File: config.mk
export PLATFORM = sky130hd
export DESIGN_NAME = irq_req_latch
export DESIGN_NICKNAME = d
export VERILOG_FILES = /design/src/rtl/irq_latch_pkg.sv /design/src/rtl/irq_trig_mode_reg.sv /design/src/rtl/irq_ack_decode.sv /design/src/rtl/irq_line_cell.sv /design/src/rtl/irq_req_latch.sv
export SDC_FILE = /design/constraint.sdc
export NUM_CORES = 1
export LEC_CHECK = 0
export BUFFER_PORTS_ARGS = -buffer_cell sky130_fd_sc_hd__buf_2
export CORE_ASPECT_RATIO = 1.2
export CORE_UTILIZATION = 46
export CTS_CLUSTER_DIAMETER = 80
export CTS_CLUSTER_SIZE = 24
export DETAILED_ROUTE_END_ITERATION = 16
export GPL_TIMING_DRIVEN = 0
export PLACE_DENSITY = 0.76
export SETUP_SLACK_MARGIN = 0.5
export SLEW_MARGIN = 20
export SYNTH_ARGS = -nofsm -noshare
export SYNTH_HDL_FRONTEND = slang
export SYNTH_SLANG_ARGS = --single-unit
File: constraint.sdc
create_clock -name clk -period 0.93 [get_ports clk]
set_input_delay 0.2325 -clock clk [delete_from_list [all_inputs] [get_ports clk]]
set_output_delay 0.2325 -clock clk [all_outputs]
set_load 0.1 [all_outputs]
File: src/rtl/irq_latch_pkg.sv
package irq_latch_pkg;
  localparam int DEF_LINES = 8;
  typedef enum logic {
    TRIG_EDGE  = 1'b0,
    TRIG_LEVEL = 1'b1
  } trig_e;
endpackage

File: src/rtl/irq_trig_mode_reg.sv
module irq_trig_mode_reg #(
  parameter int N = 8,
  parameter logic [N-1:0] WR_MASK = '1
) (
  input  logic         clk,
  input  logic         rst_n,
  input  logic         wr_en,
  input  logic [N-1:0] wr_data,
  output logic [N-1:0] mode_q
);
  always_ff @(posedge clk or negedge rst_n) begin
    if (!rst_n)
      mode_q <= '0;
    else if (wr_en)
      mode_q <= wr_data & WR_MASK;
  end
endmodule

File: src/rtl/irq_ack_decode.sv
module irq_ack_decode #(
  parameter int N  = 8,
  parameter int IW = 3
) (
  input  logic          ack_valid,
  input  logic [IW-1:0] ack_idx,
  output logic [N-1:0]  hit
);
  for (genvar g = 0; g < N; g++) begin : g_dec
    assign hit[g] = ack_valid && (ack_idx == IW'(g));
  end
endmodule

File: src/rtl/irq_line_cell.sv
module irq_line_cell
  import irq_latch_pkg::*;
(
  input  logic  clk,
  input  logic  rst_n,
  input  logic  line_in,
  input  trig_e trig,
  input  logic  ack_hit,
  output logic  req_q,
  output logic  prev_q
);
  logic rise;
  assign rise = line_in & ~prev_q;

  always_ff @(posedge clk or negedge rst_n) begin
    if (!rst_n) begin
      prev_q <= 1'b0;
      req_q  <= 1'b0;
    end else begin
      prev_q <= line_in;
      if (trig == TRIG_LEVEL)
        req_q <= line_in;
      else if (rise)
        req_q <= 1'b1;
      else if (ack_hit)
        req_q <= 1'b0;
    end
  end
endmodule

File: src/rtl/irq_req_latch.sv
module irq_req_latch
  import irq_latch_pkg::*;
#(
  parameter int NUM_LINES = DEF_LINES,
  parameter logic [NUM_LINES-1:0] WR_MASK = 8'hF8,
  localparam int IDX_W = (NUM_LINES > 1) ? $clog2(NUM_LINES) : 1
) (
  input  logic                 clk,
  input  logic                 rst_n,
  input  logic [NUM_LINES-1:0] irq_in,
  output logic [NUM_LINES-1:0] req_vec,
  input  logic                 ack_valid,
  input  logic [IDX_W-1:0]     ack_idx,
  input  logic                 mode_wr_en,
  input  logic [NUM_LINES-1:0] mode_wr_data,
  output logic [NUM_LINES-1:0] mode_rd_data
);
  logic [NUM_LINES-1:0] mode_q;
  logic [NUM_LINES-1:0] ack_hit;
  logic [NUM_LINES-1:0] prev_vec;

  irq_trig_mode_reg #(.N(NUM_LINES), .WR_MASK(WR_MASK)) u_mode (
    .clk     (clk),
    .rst_n   (rst_n),
    .wr_en   (mode_wr_en),
    .wr_data (mode_wr_data),
    .mode_q  (mode_q)
  );

  irq_ack_decode #(.N(NUM_LINES), .IW(IDX_W)) u_ack (
    .ack_valid (ack_valid),
    .ack_idx   (ack_idx),
    .hit       (ack_hit)
  );

  for (genvar g = 0; g < NUM_LINES; g++) begin : g_line
    irq_line_cell u_cell (
      .clk     (clk),
      .rst_n   (rst_n),
      .line_in (irq_in[g]),
      .trig    (trig_e'(mode_q[g])),
      .ack_hit (ack_hit[g]),
      .req_q   (req_vec[g]),
      .prev_q  (prev_vec[g])
    );
  end

  assign mode_rd_data = mode_q;
endmodule

==> After elaboration in Yosys (flattened, before gate mapping) <==
Index checks and enable logic that the tools add are counted.
{ "totals": {"latchBits": 0, "mem_bits_ro": 0, "register_bits": 21, "output_inout_bits": 16, "ram_bits": 0, "input_bits": 23, "n_memories": 0, "elab_cells": 78} }
{ "op_classes": {"div_mod_pow": 0, "shift": 0, "add_sub_neg": 0, "mux": 21, "bitwise_logic": 16, "n_eq_ne": 7, "magnitude_cmp": 0, "reduce_logical": 17, "multipliers": 0} }
{ "op_table": {"columns": ["cell", "n"], "rows": [
  ["$mux W1", 21],
  ["$reduce_bool A3 Y1", 5],
  ["$eq A3 B3 Y1 const B", 4],
  ["$and A1 B1 Y1", 8],
  ["$logic_and A1 B1 Y1", 8],
  ["$not A1 Y1", 8],
  ["$eq A3 B2 Y1 const B", 2],
  ["$reduce_bool A2 Y1", 3],
  ["$eq A3 B1 Y1 const B", 1],
  ["$logic_not A3 Y1", 1]
]} }

==> Logic depth before layout (Yosys ltp) <==
Gate-level depths: netlist (run 1).
{ "logic_depth": {"ltp_word": 5, "depth_mapped": 3} }

==> Hierarchy <==
From an unflattened synthesis (run 1), not the netlist that was laid out.
{ "unflattened": {"hier_cells": 62, "area_unflattened_um2": 854.6} }
{ "modules_own_cells": {"columns": ["module", "seq_area_each_um2", "instances", "cells_each", "area_per_inst_um2"], "rows": [
  ["irq_line_cell", 50.0, 8, 5, 68.8],
  ["irq_trig_mode_reg", 125.1, 1, 14, 207.7],
  ["irq_ack_decode", 0.0, 1, 8, 96.3]
]} }

==> Least setup slack after synthesis (run 1) <==
OpenSTA, ideal clock, no wires.
{ "synth_path": {"path_type": "reg2out", "start": "register u_mode.mode_q[3]", "end": "output port mode_rd_data[3]", "stages_incl_launch_ff": 2, "setup_slack_ns": 0.084, "n_path_buf": 1, "required_ns": 0.697, "t_arrival_ns": 0.613, "path_cell_list": "dfrtp_1 buf_4"} }
{ "synth_lines": {"columns": ["element", "line", "source"], "rows": [
  ["from (decl)", "irq_trig_mode_reg.sv:9", "output logic [N-1:0] mode_q"],
  ["from (signal assigned)", "irq_trig_mode_reg.sv:15", "mode_q <= wr_data & WR_MASK;"],
  ["to (decl)", "irq_req_latch.sv:16", "output logic [NUM_LINES-1:0] mode_rd_data"]
]} }
No word-level cell between the ends.

==> Worst setup path after layout (run 1) <==
{ "layout_path": {"start": "register g_line[3].u_cell.req_q", "end": "output port req_vec[3]"} }
{ "layout_lines": {"columns": ["element", "line", "source"], "rows": [
  ["from (decl)", "irq_line_cell.sv:9", "output logic req_q,"],
  ["from (signal assigned)", "irq_line_cell.sv:22", "req_q <= line_in;"],
  ["to (decl)", "irq_req_latch.sv:11", "output logic [NUM_LINES-1:0] req_vec,"]
]} }
No word-level cell between the ends.

==> parameters.txt, run 1 <==
Parameter                              Value

Place
  Weighted congestion reported at the end of routability-driven placement    0.7330
  Worst slack, placed    -0.1737 ns
  Port buffer count    31
  Placed insts    133
  Final HPWL from detailed placement    1.254 mm

STA
  Total of endpoints with negative setup slack in the final report    18
  Total count of hold-check failures in the final report    21
  Maximum clock skew at final layout    0.008445 ns
  Fin Hold WS    -0.1447 ns
  Time the worst path needs with I/O delays and setup    1.258 ns
  Final worst-path setup slack    -0.3283 ns
  Max Clock Freq    794.7 MHz
  Setup repair after global routing missed its margin    true
  Final critical-path share of the clock period    135.3%
  Pins over their slew limit    0

Finish
  Core utilization of the finished layout    85.09%
  Area occupied by multi-input gates    316.6 um^2
  Total Nets Final    150
  Inserted Diodes    0
  Number of standard cells in the final layout excluding fillers    145
  Synth-to-Final Area Change    72.73%
  Number of fill cells in the layout    99
  Register Area    525.5 um^2
  Layout cells sized above 1    63.49%

Run
  Maxcap violations    0

Floorplan
  Effective utilization at floorplan    49.26%
  Cell Rows    17
  Die Footprint    2188 um^2
  Count of pins on the block boundary    39
  Die span in x    42.87 um
  Area of the core    1872 um^2
  Vertical die dimension    51.05 um

Global route
  Overall Global Routing Usage    20.26%
  Total gr overflow    0
  Wire length of the first global-routing pass    3.256 mm
  Vias in the first global route    736
  Antenna violations before repair    0
  Pin count of the biggest net entering global routing    22

Synth
  Flops & latches, synth    21
  Syn Area/Cell    11.38 um^2
  Netlist cell types    17
  Instance count of the mapped netlist    81
  Part of the Yosys area used for sequential elements    56.99%
  Synth Cell Area    922.1 um^2
  Number of synthesis warnings    0

Drt
  Per-cell routed wire length    15.74 um
  Vias per inst    5.131
  Final routed DRC violation total    0
  Detailed-router iteration count before antenna repair    4
  Via Count    744
  Starting DRT DRC Count    8
  Detail Route Antenna Nets    0
  Wirelength, routed    2.283 mm

Worst setup path
  Worst setup path category    reg -> out
  Crit-path max FO    2
  Endpoint arrival time on the critical path    1.03 ns
  CP Capture Type    output pin
  Category of the worst setup path launch point    flip-flop
  Critical path required time    0.70 ns

CTS
  Cell at the root of the clock tree    sky130_fd_sc_hd__clkbuf_4
  TritonCTS Buffers    3
  Number of levels in the clock H-tree    1
  Clock tree from TritonCTS    yes
  Clock insertion delay at the later pin of the skew report    0.31 ns
  Clk buf depth    2
  Clock-pin slew on the worst setup and hold paths    0.12 ns
  TritonCTS Sinks    21

Min path
  Worst min path class    in -> async

Status
  Outcome    complete, but fails checks
  Failing checks    hold timing, setup timing

Power
  Max VDD drop    1.455 mV
  LEAKAGE    0.7908 nW
  Overall power    2.802 mW
  PwrDens    1759 nW/um^2
metrics by stage:
stage               area, um^2  hold WS (ns)  TNS, ns
floorplan                 1033      -0.06309        0
global placement          1212        0.2022   -2.190
detailed placement        1212        0.2121   -2.374
CTS                       1539       -0.1327   -4.324
global route              1593       -0.1135   -4.900
finish                    1593       -0.1447   -4.341
critical path, stage by stage, from the launching register on:
cell	delay [ns]
sky130_fd_sc_hd__dfrtp_1	0.43
sky130_fd_sc_hd__buf_8	0.14
sky130_fd_sc_hd__buf_12	0.15
sequential cells by signal, summed over array words and instances (netlist names):
register              flops
u_mode.mode_q             5
g_line.u_cell.req_q       8
g_line.u_cell.prev_q      8
what timing repair did:
action / 4_1_cts / 5_1_grt
setup endpoints to repair: 26 / 26
hold endpoints to repair: 21 / 21
resized for setup: 69 / 11
pin swaps: 7 / 5
buffers inserted: 5 / 3
Yosys cell counts, drive strengths merged:
cell / n / area, um^2
conb: 1 / 3.750
a32o: 5 / 50.05
nand2: 5 / 18.77
dfrtp: 21 / 525.5
inv: 11 / 41.29
nor4b: 1 / 8.760
o21ai: 5 / 25.02
nand4b: 3 / 26.28
nand4bb: 1 / 11.26
and4bb: 2 / 25.02
clkbuf: 1 / 3.750
nand2b: 5 / 31.28
buf: 16 / 120.1
nand4: 1 / 6.260
o22ai: 3 / 25.02
cells by family (layout without fill, tap and decap cells):
| kind of cell | after synthesis | after routing | share of synthesized area (%) |
|---|---|---|---|
| AND/OR/NAND/NOR | 18 | 18 | 13.84 |
| AO/OA/AOI/OAI | 13 | 13 | 10.85 |
| other | 1 | 3 | 0.4067 |
| flip-flops | 21 | 21 | 56.99 |
| buffers and inverters | 28 | 71 | 17.91 |
where the power goes:
part	leakage [nW]	internal, mW	total, mW	switching, mW
combinational	0.533	0.561	1.30	0.738
sequential	0.240	0.990	1.06	0.0694
clock	0.0177	0.161	0.443	0.282
total	0.791	1.71	2.80	1.09
placed cells by master (no fill, tap or decap), drive strengths merged:
cell,n
a32o,5
and4bb,2
buf,55
clkbuf,4
clkinv,1
conb,3
dfrtp,21
inv,11
nand2,5
nand2b,5
nand4,1
nand4b,3
nand4bb,1
nor4b,1
o21ai,5
o22ai,3
metal layers:
metal / up-vias / global-route usage, % / share of wire, %
met3: 8 / 3.887 / 4.6
met4: 0 / 9.375 / 2.7
met2: 30 / 34.60 / 55
met1: 362 / 24.36 / 37
met5: - / 0 / 0
li1: 344 / - / -
layout make-up:
cell class,count,share of cell area [%]
Inverter,11,3.378
Sequential cell,21,32.99
Buffer,17,13.35
Clock inverter,1,0.3142
Clock buffer,3,1.414
Multi-Input combinational cell,34,19.87
Timing Repair Buffer,39,27.18
Tap cell,19,1.493
final timing paths:
path / startpoint / end / slack, ns / cells after the start
worst max-delay path: g_line[3].u_cell.req_q / req_vec[3] / -0.33 / 2
worst min-delay path: rst_n / u_mode.mode_q[6] / -0.14 / 1
worst max register to register: u_mode.mode_q[6] / g_line[6].u_cell.req_q / -0.06 / 3
worst min register to register: g_line[0].u_cell.prev_q / g_line[0].u_cell.req_q / 0.44 / 1
max in group asynchronous: rst_n / g_line[2].u_cell.prev_q / 0.75 / 1
min in group clk: irq_in[0] / g_line[0].u_cell.prev_q / 0.03 / 1
Note: power is estimated with default switching activity, not from simulation.
==> run 2: changes to the inputs <==
- CELL_PAD_IN_SITES_DETAIL_PLACEMENT: unset -> 1
- CELL_PAD_IN_SITES_GLOBAL_PLACEMENT: unset -> 2
- CORE_UTILIZATION: 46 -> 27
- CTS_BUF_LIST: unset -> sky130_fd_sc_hd__clkbuf_16
- PLACE_DENSITY: 0.76 -> 0.74
- RECOVER_POWER: unset -> 100
==> run 2 against run 1 <==
Net effect:
- via count increased by 2.8%
- utilization shrank 32 points
- clock-buffer cell count unchanged
- clock power increased by 100%
- combinational power barely moved
- register-to-register slack got worse by 0.09 ns
- largest cell class unchanged
- worst hold slack improved by 0.093 ns
- critical path depth is the same
- sequential power barely moved
- critical endpoint is now req_vec[2]
- routed wire length fell by 1.3%
- global-route usage fell by 6.4 points
- the flow still finishes with violations (hold timing, setup timing)
==> parameters.txt, run 2 (same netlist as run 1, synthesis figures left out) <==
Parameter                              Value

Status
  Outcome    complete, but fails checks (unchanged)
  Failing checks    hold timing, setup timing (unchanged)

Drt
  Highest metal used    met4 (unchanged)
  Detail Route Antenna Nets    0 (unchanged)
  Wirelength, routed    2.254 mm (was 2.283 mm)
  Final routed DRC violation total    0 (unchanged)
  Detailed-router iteration count before antenna repair    4 (unchanged)
  Via Count    765 (was 744)
  Met1 Routed Length    905 um (was 853 um)
  Per-cell routed wire length    13.50 um (was 15.74 um)
  Met3 routed wirelength    96 um (was 104 um)
  Wire length on met2    1.191 mm (was 1.262 mm)
  Vias per inst    4.581 (was 5.131)
  Starting DRT DRC Count    8 (unchanged)

Global route
  Overall Global Routing Usage    13.89% (was 20.26%)
  Pin count of the biggest net entering global routing    22 (unchanged)
  Antenna violations before repair    0 (unchanged)
  Total gr overflow    0 (unchanged)
  Vias in the first global route    846 (was 736)
  Wire length of the first global-routing pass    3.864 mm (was 3.256 mm)

STA
  Total of endpoints with negative setup slack in the final report    18 (unchanged)
  Fin Hold WS    -0.05172 ns (was -0.1447 ns)
  Slew margin rel.    64.66%
  Time the worst path needs with I/O delays and setup    1.176 ns (was 1.258 ns)
  Pins over their slew limit    0 (unchanged)
  Final worst-path setup slack    -0.2458 ns (was -0.3283 ns)
  Maximum clock skew at final layout    0.0008260 ns (was 0.008445 ns)
  Total count of hold-check failures in the final report    21 (unchanged)
  Final critical-path share of the clock period    126.4% (was 135.3%)
  Max Clock Freq    850.5 MHz (was 794.7 MHz)
  Transition time of the tightest slew-check pin    0.5301 ns
  Setup repair after global routing missed its margin    true (unchanged)

Floorplan
  Area of the core    3166 um^2 (was 1872 um^2)
  Die span in x    55.35 um (was 42.87 um)
  Count of pins on the block boundary    39 (unchanged)
  Vertical die dimension    66.02 um (was 51.05 um)
  Cell Rows    22 (was 17)
  Die Footprint    3654 um^2 (was 2188 um^2)
  Effective utilization at floorplan    29.13% (was 49.26%)

Finish
  Total Nets Final    155 (was 150)
  Area of all placed cells without fillers    1679 um^2 (was 1593 um^2)
  Core utilization of the finished layout    53.04% (was 85.09%)
  Layout cells sized above 1    57.25% (was 63.49%)
  Most frequent standard cell in the layout excluding fill and tap cells    sky130_fd_sc_hd__dfrtp_1 (unchanged)
  Highest-count cells in the layout ignoring fill and taps    sky130_fd_sc_hd__dfrtp_1 (21), sky130_fd_sc_hd__buf_12 (13), sky130_fd_sc_hd__buf_2 (11), sky130_fd_sc_hd__buf_6 (10), sky130_fd_sc_hd__buf_8 (8) (was sky130_fd_sc_hd__dfrtp_1 (21), sky130_fd_sc_hd__buf_2 (18), sky130_fd_sc_hd__buf_12 (13), sky130_fd_sc_hd__buf_6 (11), sky130_fd_sc_hd__buf_8 (8))
  Synth-to-Final Area Change    82.09% (was 72.73%)
  Top Registers    g_line.u_cell.prev_q x8, g_line.u_cell.req_q x8, u_mode.mode_q x5 (unchanged)
  Inserted Diodes    0 (unchanged)
  Number of fill cells in the layout    336 (was 99)

Worst setup path
  Capturing point of the worst reg2reg path    g_line[5].u_cell.req_q (was g_line[6].u_cell.req_q)
  Crit path cell chain    buf_8 > buf_12 (unchanged)
  Worst setup path category    reg -> out (unchanged)
  Largest stage delay, worst path    0.41 ns (was 0.43 ns)
  Source of the worst register-to-register timing path    u_mode.mode_q[5] (was u_mode.mode_q[6])
  Category of the worst setup path launch point    flip-flop (unchanged)
  Reg2Reg Depth    4 (was 3)
  Reg2Reg Setup Slack    -0.15 ns (was -0.06 ns)
  Slowest-stage cell, CP    sky130_fd_sc_hd__dfrtp_1 (unchanged)
  Crit-path max FO    2 (unchanged)
  CP Capture Type    output pin (unchanged)
  Critical path required time    0.70 ns (about the same)
  Endpoint arrival time on the critical path    0.94 ns (was 1.03 ns)

Power
  Clock network power share    27.3% (was 15.8%)
  Overall power    3.247 mW (was 2.802 mW)
  Max VDD drop    0.9186 mV (was 1.455 mV)
  Proportion of power drawn by flip-flops and latches    32.5% (was 37.8%)
  PwrDens    1934 nW/um^2 (was 1759 nW/um^2)
  LEAKAGE    0.8142 nW (was 0.7908 nW)
  Switching fraction of total power    34.10% (was 38.88%)
  Combinational Power Share    40.1% (was 46.4%)
  Psw    1.107 mW (was 1.089 mW)
  Cell-internal power    2.140 mW (was 1.712 mW)

CTS
  Clock insertion delay at the later pin of the skew report    0.25 ns (was 0.31 ns)
  TritonCTS Buffers    3 (unchanged)
  Clock-pin slew on the worst setup and hold paths    0.05 ns (was 0.12 ns)
  Cell at the root of the clock tree    sky130_fd_sc_hd__clkbuf_16 (was sky130_fd_sc_hd__clkbuf_4)
  Clk buf depth    2 (unchanged)
  Number of levels in the clock H-tree    1 (unchanged)
  Clock tree from TritonCTS    yes (unchanged)
  TritonCTS Sinks    21 (unchanged)

Place
  Weighted congestion reported at the end of routability-driven placement    0.6399 (was 0.7330)
  Final HPWL from detailed placement    1.528 mm (was 1.254 mm)
  Port buffer count    31 (unchanged)
  Area of placed instances    1234 um^2 (was 1212 um^2)

Min path
  Worst min path class    in -> async (unchanged)

Run
  Maxcap violations    0 (unchanged)
## run 2: cell count changes in the layout (fill, tap and decap cells not counted), sizes merged
cell / previous run / this run
buf: 55 / 49
clkinv: 1 / 0
inv: 11 / 12
clkbuf: 4 / 15
## run 2: through the flow
step                      setup slack (ns)  TNS (ns)  cells
after floorplan                     0.1151         0     83
after global placement             -0.1735    -2.285    150
after detailed placement           -0.1800    -2.422    150
after CTS                          -0.2604    -3.251    161
after global routing               -0.2708    -4.172    167
final                              -0.2458    -3.651    167
## run 2: final cells by class
class / instances / area [um^2] / area share, %
inverter: 11 / 53.80 / 3.204
multi-input combinational: 34 / 304.0 / 18.11
clock buffer: 3 / 75.07 / 4.471
buffer: 17 / 212.7 / 12.67
clock inverter: 1 / 3.754 / 0.2235
timing repair buffer: 44 / 459.2 / 27.35
sequential: 21 / 525.5 / 31.30
tap: 36 / 45.04 / 2.683
## run 2: worst max-delay path by stage
stage / start / cells after the start / end / slack, ns
finish: g_line[2].u_cell.req_q / 2 / req_vec[2] / -0.25
global route: g_line[2].u_cell.req_q / 2 / req_vec[2] / -0.27
CTS: g_line[2].u_cell.req_q / 2 / req_vec[2] / -0.26
detailed placement: g_line[7].u_cell.req_q / 2 / req_vec[7] / -0.18
global placement: g_line[2].u_cell.req_q / 2 / req_vec[2] / -0.17
floorplan: u_mode.mode_q[4] / 2 / g_line[4].u_cell.req_q / 0.12
## run 2: power by group through the flow
stage | clock (mW) | sequential (mW) | combinational (mW)
2_1_floorplan | 0 | 1.06 | 0.781
3_3_place_gp | 0 | 1.07 | 0.912
3_5_place_dp | 0 | 1.07 | 0.923
4_1_cts | 0.916 | 1.06 | 1.25
5_1_grt | 0.952 | 1.07 | 1.35
6_report | 0.887 | 1.06 | 1.30
## run 2: per-layer routing
metal,up-vias,GRT usage (%)
met2,24,24.55
li1,360,-
met3,5,1.761
met5,-,0
met4,0,8.438
met1,376,16.05
## run 2: critical path: cells and delay by family (launching register included)
kind	cells	cell delay, ns
flip-flops	1	0.41
buffers and inverters	2	0.28
## run 2: repair_timing
item	4_1_cts	5_1_grt
setup buffers	7	6
hold endpoints to repair	21	21
gates resized for setup	66	18
pin swaps	5	1
gates cloned	0	0
setup endpoints to repair	26	26
==> run 3: changes to the inputs <==
- CTS_BUF_LIST: sky130_fd_sc_hd__clkbuf_16 -> unset
==> run 3 against run 2 <==
Net effect:
- the run still ends with hold timing, setup timing left
- non-clock buffer count unchanged
- clock-buffer cell count increased by 1
- global-route usage increased by 0.16 points
- clock skew increased by 0.0016 ns
- via count unchanged
- maximum frequency decreased by 4.7%
- combinational power about the same
- register-to-register slack got worse by 0.02 ns
- die area unchanged
- highest routed layer unchanged
==> parameters.txt, run 3 (same netlist as run 1, synthesis figures left out) <==
Parameter                              Value

Status
  Outcome    complete, but fails checks (unchanged)
  Failing checks    hold timing, setup timing (unchanged)

Power
  Overall power    2.771 mW (was 3.247 mW)
  Max VDD drop    0.8034 mV (was 0.9186 mV)
  LEAKAGE    0.7923 nW (was 0.8142 nW)
  PwrDens    1710 nW/um^2 (was 1934 nW/um^2)

Finish
  Total Nets Final    155 (unchanged)
  Core utilization of the finished layout    51.19% (was 53.04%)
  Inserted Diodes    0 (unchanged)
  Top Registers    g_line.u_cell.prev_q x8, g_line.u_cell.req_q x8, u_mode.mode_q x5 (unchanged)
  Number of standard cells in the final layout excluding fillers    167 (unchanged)
  Highest-count cells in the layout ignoring fill and taps    sky130_fd_sc_hd__dfrtp_1 (21), sky130_fd_sc_hd__buf_12 (13), sky130_fd_sc_hd__buf_2 (12), sky130_fd_sc_hd__buf_6 (11) (was sky130_fd_sc_hd__dfrtp_1 (21), sky130_fd_sc_hd__buf_12 (13), sky130_fd_sc_hd__buf_2 (11), sky130_fd_sc_hd__buf_6 (10), sky130_fd_sc_hd__buf_8 (8))
  Layout cells sized above 1    55.73% (was 57.25%)
  Most frequent standard cell in the layout excluding fill and tap cells    sky130_fd_sc_hd__dfrtp_1 (unchanged)
  Synth-to-Final Area Change    75.71% (was 82.09%)

Floorplan
  Vertical die dimension    66.02 um (unchanged)
  Die Footprint    3654 um^2 (unchanged)
  Effective utilization at floorplan    29.13% (unchanged)
  Die span in x    55.35 um (unchanged)
  Cell Rows    22 (unchanged)
  Area of the core    3166 um^2 (unchanged)
  Count of pins on the block boundary    39 (unchanged)

Drt
  Final routed DRC violation total    0 (unchanged)
  Detail Route Antenna Nets    0 (unchanged)
  Detailed-router iteration count before antenna repair    2 (was 4)
  Per-cell routed wire length    13.99 um (was 13.50 um)
  Vias per inst    4.581 (unchanged)
  Starting DRT DRC Count    8 (unchanged)
  Wirelength, routed    2.336 mm (was 2.254 mm)
  Via Count    765 (unchanged)

STA
  Total of endpoints with negative setup slack in the final report    18 (unchanged)
  Final worst-path setup slack    -0.3035 ns (was -0.2458 ns)
  Final critical-path share of the clock period    132.6% (was 126.4%)
  Fin Setup TNS    -4.493 ns (was -3.651 ns)
  Maximum clock skew at final layout    0.002429 ns (was 0.0008260 ns)
  Slew margin rel.    65.43% (was 64.66%)
  Max Clock Freq    810.7 MHz (was 850.5 MHz)
  Setup repair after global routing missed its margin    true (unchanged)
  Fin Hold WS    -0.1072 ns (was -0.05172 ns)
  Total count of hold-check failures in the final report    21 (unchanged)
  Time the worst path needs with I/O delays and setup    1.233 ns (was 1.176 ns)
  Pins over their slew limit    0 (unchanged)
  Transition time of the tightest slew-check pin    0.5185 ns (was 0.5301 ns)

Worst setup path
  Crit path cell chain    buf_8 > buf_12 (unchanged)
  Endpoint arrival time on the critical path    1.00 ns (was 0.94 ns)
  Category of the worst setup path launch point    flip-flop (unchanged)
  Worst setup path category    reg -> out (unchanged)
  CP Capture Type    output pin (unchanged)
  Crit-path max FO    2 (unchanged)
  Critical path required time    0.70 ns (about the same)
  Slowest-stage cell, CP    sky130_fd_sc_hd__dfrtp_1 (unchanged)
  Largest stage delay, worst path    0.43 ns (was 0.41 ns)

Global route
  Vias in the first global route    858 (was 846)
  Antenna violations before repair    0 (unchanged)
  Overall Global Routing Usage    14.05% (was 13.89%)
  Total gr overflow    0 (unchanged)
  Pin count of the biggest net entering global routing    22 (unchanged)
  Wire length of the first global-routing pass    3.974 mm (was 3.864 mm)

Run
  Maxcap violations    0 (unchanged)

Place
  Weighted congestion reported at the end of routability-driven placement    0.6399 (unchanged)
  Placed insts    150 (unchanged)
  Final HPWL from detailed placement    1.528 mm (unchanged)
  Port buffer count    31 (unchanged)

CTS
  Clk buf depth    2 (unchanged)
  TritonCTS Buffers    3 (unchanged)
  TritonCTS Sinks    21 (unchanged)
  Clock-pin slew on the worst setup and hold paths    0.11 ns (was 0.05 ns)
  Cell at the root of the clock tree    sky130_fd_sc_hd__clkbuf_4 (was sky130_fd_sc_hd__clkbuf_16)
  Clock insertion delay at the later pin of the skew report    0.29 ns (was 0.25 ns)
  Number of levels in the clock H-tree    1 (unchanged)
  Clock tree from TritonCTS    yes (unchanged)

Min path
  Worst min path class    in -> async (unchanged)
==> run 3: cell types whose count changed in the layout (fill, tap and decap cells not counted), moves of 2 or more <==
| cell | change |
|---|---|
| sky130_fd_sc_hd__clkbuf_16 | -3 |
| sky130_fd_sc_hd__inv_4 | -2 |
| sky130_fd_sc_hd__o21ai_1 | +2 |
| sky130_fd_sc_hd__o21ai_2 | -2 |
| sky130_fd_sc_hd__clkbuf_4 | +3 |
==> run 3: metrics by stage <==
stage                     area, um^2  setup WS (ns)
final                           1620        -0.3035
after global routing            1620        -0.3591
after CTS                       1564        -0.3344
after detailed placement        1234        -0.1800
after global placement          1234        -0.1735
after floorplan                 1033         0.1151
==> run 3: area by class of cell <==
class                           instances  area, um^2
Multi-Input combinational cell         34       297.8
Tap cell                               36       45.04
Clock buffer                            4       26.28
Buffer                                 17       212.7
Inverter                               11       48.80
Fill cell                             336        1545
Timing Repair Buffer                   44       464.2
Sequential cell                        21       525.5
==> run 3: critical path: cells and delay by family, from the launching register on <==
family                 cells  cell delay (ns)
DFF                        1             0.43
buffers and inverters      2             0.28
==> run 3: power by group <==
| group | switching [mW] | internal (mW) | leakage [nW] |
|---|---|---|---|
| sequential | 0.0665 | 0.990 | 0.240 |
| clock | 0.248 | 0.167 | 0.0150 |
| combinational | 0.724 | 0.575 | 0.537 |
| total | 1.04 | 1.73 | 0.792 |
==> run 3: routing by layer <==
metal	vias to the layer above	routed length (um)	track usage (%)
li1	358	-	-
met1	384	908	15.76
met2	21	1319	26.36
met3	2	80	1.761
met4	0	27	6.563
met5	-	0	0
==> run 3: what timing repair did <==
item | CTS | global route
buffers inserted | 7 | 6
resized for setup | 63 | 15
pin swaps | 4 | 1
endpoints found under the hold margin | 21 | 21
setup endpoints to repair | 26 | 26
==> run 3: final timing paths <==
check / slack, ns / cells past startpoint / end / from
setup / recovery: -0.30 / 2 / req_vec[6] / g_line[6].u_cell.req_q
hold / removal: -0.11 / 1 / g_line[6].u_cell.prev_q / rst_n
setup reg to reg: -0.17 / 4 / g_line[5].u_cell.req_q / u_mode.mode_q[5]
hold reg to reg: 0.44 / 1 / g_line[0].u_cell.req_q / g_line[0].u_cell.prev_q
max in group asynchronous: 0.69 / 1 / g_line[5].u_cell.prev_q / rst_n
min in group clk: 0.06 / 1 / g_line[0].u_cell.prev_q / irq_in[0]
